$ cat src/rtl/clkgen_pkg.sv
package clkgen_pkg;

  typedef enum logic [1:0] {
    SPD_SINGLE = 2'd0,
    SPD_DOUBLE = 2'd1,
    SPD_QUAD   = 2'd2,
    SPD_SLAVE  = 2'd3
  } speed_e;

  localparam int MAX_TAP = 3;
  localparam int TAP_W   = 2;

  // log2 of master-clock cycles per bit-clock period
  function automatic logic [TAP_W-1:0] tap_of(speed_e s, logic fast);
    logic [TAP_W-1:0] base;
    case (s)
      SPD_SINGLE: base = 2'd2;
      SPD_DOUBLE: base = 2'd1;
      default:    base = 2'd0;
    endcase
    return base + {1'b0, fast};
  endfunction

endpackage

$ cat src/rtl/clkgen_cfg.sv
module clkgen_cfg
  import clkgen_pkg::*;
(
  input  logic             mclk,
  input  logic             rst_n,
  input  logic [1:0]       mode_sel,
  input  logic             fast_mclk,
  output speed_e           speed,
  output logic             master,
  output logic [TAP_W-1:0] tap
);

  logic [1:0] mode_q;
  logic       fast_q;

  // capture only while held in reset
  always_ff @(posedge mclk) begin
    if (!rst_n) begin
      mode_q <= mode_sel;
      fast_q <= fast_mclk;
    end
  end

  always_comb begin
    speed  = speed_e'(mode_q);
    master = (mode_q != 2'b11);
    tap    = tap_of(speed, fast_q);
  end

  AST_CFG_FROZEN: assert property (@(posedge mclk) disable iff (!rst_n)
    $past(rst_n) |-> ($stable(mode_q) && $stable(fast_q)));

endmodule

$ cat src/rtl/clkgen_divider.sv
module clkgen_divider
  import clkgen_pkg::*;
#(
  parameter int BCLK_PER_FRAME = 64
) (
  input  logic             mclk,
  input  logic             rst_n,
  input  logic             en,
  input  logic [TAP_W-1:0] tap,
  output logic             bclk,
  output logic             lrclk,
  output logic             active
);

  localparam int FR_W  = $clog2(BCLK_PER_FRAME);
  localparam int CNT_W = FR_W + MAX_TAP;
  localparam int HALF  = BCLK_PER_FRAME / 2;
  localparam int RC_W  = FR_W + 1;

  logic [CNT_W-1:0]   cnt;
  logic [MAX_TAP:0]   bclk_cand;
  logic [MAX_TAP:0]   lrclk_cand;

  always_ff @(posedge mclk or negedge rst_n) begin
    if (!rst_n) begin
      cnt    <= '0;
      active <= 1'b0;
    end else begin
      active <= en;
      cnt    <= en ? cnt + CNT_W'(1) : '0;
    end
  end

  // tap 0: bit clock is the inverted master clock
  assign bclk_cand[0] = active & ~mclk;

  for (genvar j = 1; j <= MAX_TAP; j++) begin : g_bclk_tap
    assign bclk_cand[j] = cnt[j-1];
  end

  for (genvar j = 0; j <= MAX_TAP; j++) begin : g_lr_tap
    assign lrclk_cand[j] = cnt[j+FR_W-1];
  end

  assign bclk  = bclk_cand[tap];
  assign lrclk = lrclk_cand[tap];

  // checker state: rises of the counter-derived bit clock per half frame
  logic            bclk_reg_prev;
  logic            lr_prev;
  logic [RC_W-1:0] rises;
  logic            bclk_reg;
  logic            lr_chg;

  assign bclk_reg = (tap == '0) ? 1'b0 : bclk_cand[tap];
  assign lr_chg   = (lrclk != lr_prev);

  always_ff @(posedge mclk or negedge rst_n) begin
    if (!rst_n) begin
      bclk_reg_prev <= 1'b0;
      lr_prev       <= 1'b0;
      rises         <= '0;
    end else begin
      bclk_reg_prev <= bclk_reg;
      lr_prev       <= lrclk;
      if (lr_chg)
        rises <= '0;
      else if (bclk_reg && !bclk_reg_prev)
        rises <= rises + RC_W'(1);
    end
  end

  AST_LR_ON_BCLK_FALL: assert property (@(posedge mclk) disable iff (!rst_n)
    (lr_chg && tap != '0) |-> (bclk_reg_prev && !bclk_reg));

  AST_BCLK_PER_HALF: assert property (@(posedge mclk) disable iff (!rst_n)
    (lr_chg && tap != '0) |-> (rises == RC_W'(HALF)));

endmodule

$ cat src/rtl/audio_clkgen.sv
module audio_clkgen
  import clkgen_pkg::*;
#(
  parameter int BCLK_PER_FRAME = 64
) (
  input  logic       mclk,
  input  logic       rst_n,
  input  logic [1:0] mode_sel,
  input  logic       fast_mclk,
  input  logic       ext_bclk,
  input  logic       ext_lrclk,
  output logic       bclk_o,
  output logic       lrclk_o,
  output logic       bclk_oe,
  output logic       lrclk_oe,
  output logic [1:0] speed_code,
  output logic       is_master
);

  speed_e           speed;
  logic             master;
  logic [TAP_W-1:0] tap;
  logic             gen_bclk;
  logic             gen_lrclk;
  logic             gen_active;

  clkgen_cfg u_cfg (
    .mclk      (mclk),
    .rst_n     (rst_n),
    .mode_sel  (mode_sel),
    .fast_mclk (fast_mclk),
    .speed     (speed),
    .master    (master),
    .tap       (tap)
  );

  clkgen_divider #(.BCLK_PER_FRAME(BCLK_PER_FRAME)) u_div (
    .mclk   (mclk),
    .rst_n  (rst_n),
    .en     (master),
    .tap    (tap),
    .bclk   (gen_bclk),
    .lrclk  (gen_lrclk),
    .active (gen_active)
  );

  always_comb begin
    speed_code = speed;
    is_master  = master;
    bclk_oe    = master & gen_active;
    lrclk_oe   = master & gen_active;
    if (!rst_n) begin
      bclk_o  = 1'b0;
      lrclk_o = 1'b0;
    end else if (master) begin
      bclk_o  = gen_bclk;
      lrclk_o = gen_lrclk;
    end else begin
      bclk_o  = ext_bclk;
      lrclk_o = ext_lrclk;
    end
  end

  AST_SLAVE_UNDRIVEN: assert property (@(posedge mclk) disable iff (!rst_n)
    !is_master |-> (!bclk_oe && !lrclk_oe));

  AST_PWRDN_STATIC: assert property (@(posedge mclk)
    !rst_n |-> (!bclk_o && !lrclk_o && !bclk_oe && !lrclk_oe));

endmodule

$ cat config.mk
export PLATFORM = sky130hd
export DESIGN_NAME = audio_clkgen
export DESIGN_NICKNAME = d
export VERILOG_FILES = /design/src/rtl/clkgen_pkg.sv /design/src/rtl/clkgen_cfg.sv /design/src/rtl/clkgen_divider.sv /design/src/rtl/audio_clkgen.sv
export SDC_FILE = /design/constraint.sdc
export NUM_CORES = 1
export LEC_CHECK = 0
export ABC_AREA = 1
export BUFFER_PORTS_ARGS = -buffer_cell sky130_fd_sc_hd__buf_4
export CORE_MARGIN = 3
export CORE_UTILIZATION = 45
export DETAILED_ROUTE_END_ITERATION = 7
export PLACE_DENSITY = 0.76
export REMOVE_ABC_BUFFERS = 1
export SLEW_MARGIN = 40
export SYNTH_ARGS = -nofsm -noshare
export SYNTH_HDL_FRONTEND = slang
export SYNTH_HIERARCHICAL = 1
export SYNTH_SLANG_ARGS = --single-unit
$ cat constraint.sdc
create_clock -name mclk -period 1.51 [get_ports mclk]
set_input_delay 0.302 -clock mclk [delete_from_list [all_inputs] [get_ports mclk]]
set_output_delay 0.302 -clock mclk [all_outputs]
set_load 0.005 [all_outputs]
* Yosys cells after proc, flatten, opt, wreduce, memory -nomap -nowiden
Index checks and enable logic that the tools add are counted.
Word-level totals: register bits after elaboration 13, logic and storage cells 23, output and inout bits 7, input bits 7
Cells by class: reductions and logical operators 1, bitwise logic cells 3, add/subtract/negate cells 2, $lt $le $gt $ge 1, mux-type cells 10, equality and inequality tests 2
Operator list (count):
- 9-bit by 1-bit adder with 9-bit output (second input constant) | 1
- 9-bit two-way mux | 1
- 1-bit two-way mux | 6
- 1-bit binary-select mux with 2-bit select | 2
- 2-bit case mux with 2 select lines | 1
- 2-bit by 3-bit less-than comparator with 1-bit output (second input constant) | 1
- 2-bit by 1-bit adder with 2-bit output | 1
- 1-bit AND | 2
- 2-bit by 1-bit equality test with 1-bit output (second input constant) | 1
- 2-bit zero test | 1
- 2-bit != test (second input constant) | 1
- 1-bit NOT | 1

* Longest topological paths before layout
depth in word-level cells 7, mapped depth 13, depth with buffers taken out 13

* Modules after synthesis
The synthesis kept the hierarchy.
Modules (own cells, without submodules):
- clkgen_divider | cells an instance 69, seq. area each 250.2 sq um, times used 1, area each 520.5 sq um
- clkgen_cfg | cells an instance 13, seq. area each 90.1 sq um, times used 1, area each 137.6 sq um
- audio_clkgen | cells an instance 13, seq. area each 0.0 sq um, times used 1, area each 52.6 sq um

==> impl_results.md <==
- Multi-input logic area: 367.9 sq um
- Seq/Total Area, Yosys: 47.89%
- Cell Pwr Density: 1149 nW/um^2
- CP arrival: 1910 ps
- FMAX: 451.9 MHz
- Overall power: 1.113 mW
- Final HPWL DP: 1123 um
- Die width: 45.74 um
- Post-synth cell types: 15
- Final Hold Fails: 0
- Grt ovf: 0
- Number of global-route vias before repair: 691
- Finished Layout Cells: 134
- Boundary pin count: 14
- Fill count: 111
- Clk pin slew, worst setup/hold paths: 80 ps
- Static Leakage: 0.4979 nW
- Area of the core: 1383 sq um
- Clock Power Share: 34.1%
- Final setup fails: 10
- Worst reg2reg path depth: 5
- Switching power total: 0.3699 mW
- Share of cells above drive strength 1: 32.77%
- TritonRoute pass-1 iters: 4
- Post-synth top area share: 35.21%
- Hold Path Depth: 1
- Comb pwr share: 24.0%
- Critical Path End Type: primary output
- Hold WC Path Type: primary input to flop
- Pre-CTS setup slack: -249.0 ps
- Switching share of power: 33.24%
- Layout overhead on the synthesized area: 36.27%
- Crit path depth: 13
- Critical path's most frequent cell: nand2_1
- Largest net degree at the start of global routing: 11
- Critical path class: flop to primary output
- Dpl cell area: 849.6 sq um
- Routed Antenna Nets: 0
- # diodes: 0
- Min cycle time layout: 2213 ps
- CP max stage cell: edfxtp_1
- Buffers & Inverters on Critical Path: 3
- Seq pwr share: 41.9%
- Sequence of cells on the critical path: nor2_2 > ha_4 > inv_2 > nand2_2 > nand2_4 > a21oi_2 > nand2_1 > o21ai_1 > inv_1 > nand2_1 > nand2_1 > nor2_1 > buf_4
- GRT Overall Usage: 19.18%
- Slew Limit Fails: 0
- Row Count: 13
- Syn Area/Cell: 7.481 sq um
- CTS tree: yes
- Worst-margin pin slew: 449.3 ps
- Die height: 45.74 um
- Final Util: 70.05%
- Family with the most delay on the worst path: simple AND/OR/NAND/NOR gates
- Nets: 129
- Via Count: 686
- Initial antenna violation count: 0
- Worst endpoint required time: 1210 ps
- Sequential Area: 340.3 sq um
- Post-Syn Instances: 95
- Post-route setup slack: -702.7 ps
- Crit start category: flop
- Slew HR: 69.95%
- Failing checks: setup timing
- Clk Latency, worst-skew pair: 380 ps
- Design Area, Final: 968.4 sq um
- Max-cap violations: 0
- Yosys warns: 6
- Fin crit share: 146.5%
- Initial drt markers: 34
- Final Skew: 2.807 ps
- # DRC: 0
- Placed cells: 126
- RD Place Congestion: 0.8285
- Post-synthesis register bit count: 13
- Most area-hungry cell type in the Yosys netlist: dfrtp_1
- Worst vdd ir: 934.5 uV
- Outcome: complete, but fails checks
- Area of the mapped netlist: 710.7 sq um
- Initial core utilization: 51.40%
- RSZ-0062 raised after global routing: true
- Global-route wire length before repair: 2697 um
- Wire per inst: 12.41 um
- PortBufs: 13
- Largest cells by area after synthesis: dfrtp_1 35%, edfxtp_1 13%, nand2_1 13%, nor2_1 11%, inv_1 7.4%
- Worst path max stage delay: 410 ps
- Vias per cell: 5.119
- Int Power: 0.7429 mW
- Die area: 2092 sq um
- Final Routed Wirelength: 1663 um
- Crit-path max FO: 4
final cells by class:
class	count	share of cell area [%]
Clock buffer	8	5.814
Clock inverter	1	0.3876
Inverter	13	5.297
Multi-Input combinational cell	67	37.98
Sequential cell	13	35.14
Tap cell	15	1.938
Timing Repair Buffer	17	13.44
cell families (layout without fill, tap and decap cells):
| kind of cell | Yosys count | count (layout) | share of synthesized area, % |
|---|---|---|---|
| AOI/OAI and AO/OA | 15 | 15 | 11.44 |
| adders and majority gates | 2 | 2 | 3.521 |
| buffers and inverters | 15 | 39 | 8.451 |
| DFF | 13 | 13 | 47.89 |
| and+or+nand+nor | 50 | 50 | 28.70 |
per-layer routing:
layer,part of all wire (%),global-route usage (%)
met4,1.9,12.50
met5,0,0
met3,4.1,7.905
met1,39,19.40
met2,55,32.03
worst register-to-register path, cell delays in order (launching register included):
cell and delay [ps]:
dfrtp_1 420, ha_1 240, nand2_2 130, nor2_4 50, a21oi_1 160, nor2_1 60
cells in the mapped netlist:
cell type / count
nand2_1: 24
nor2_1: 20
inv_1: 14
dfrtp_1: 10
a21oi_1: 7
o21ai_0: 5
edfxtp_1: 3
nand3_1: 3
ha_1: 2
o21ai_1: 2
buf_4: 1
nand2_2: 1
nor2_2: 1
nor2_4: 1
o21bai_2: 1
layout by cell type (no fill, tap or decap), types with 2 or more instances in the layout:
cell type	instances
nand2_1	20
nor2_1	18
buf_4	17
inv_1	12
dfrtp_1	10
clkbuf_4	6
a21oi_1	6
nor2_2	3
nand2_2	3
edfxtp_1	3
nand3_1	3
o21ai_1	3
o21ai_2	2
o21ai_0	2
flip-flops by register name, indices dropped and copies added (netlist names):
name          cells
u_div/cnt         9
u_cfg/speed       2
u_cfg/fast_q      1
u_div/active      1
worst paths after layout:
| check | startpoint | to | slack [ps] |
|---|---|---|---|
| max | u_cfg/speed[1]$_DFFE_PN_ | bclk_o | -700 |
| min | mode_sel[1] | u_cfg/speed[1]$_DFFE_PN_ | 90 |
| max reg2reg | u_div/cnt[0]$_DFF_PN0_ | u_div/cnt[8]$_DFF_PN0_ | 340 |
| min reg2reg | u_div/cnt[0]$_DFF_PN0_ | u_div/cnt[0]$_DFF_PN0_ | 500 |
| max in group asynchronous | rst_n | u_div/cnt[4]$_DFF_PN0_ | 780 |
| min in group asynchronous | rst_n | u_div/cnt[2]$_DFF_PN0_ | 420 |
through the flow:
| step | hold WS [ps] | TNS (ps) |
|---|---|---|
| detailed placement | 149.3 | -492.0 |
| CTS | 90.28 | -1482 |
| floorplan | 6.409 | -317.0 |
| finish | 92.99 | -1579 |
| global route | 76.57 | -2037 |
| global placement | 148.2 | -376.2 |
power groups by stage:
stage          Clock, mW  Sequential, mW  Combinational, mW
6_report           0.379           0.466              0.268
3_3_place_gp      0.0358           0.465              0.217
5_1_grt            0.415           0.474              0.302
4_1_cts            0.389           0.461              0.250
2_1_floorplan     0.0281           0.459              0.143
3_5_place_dp      0.0358           0.467              0.225
timing repair:
action,CTS,global route
setup endpoints to repair,10,10
gates cloned,0,0
resized for setup,12,8
setup buffers,0,0
endpoints found under the hold margin,10,0
hold buffers,1,0
pin swaps,5,4
(Power assumes the default switching activity.)
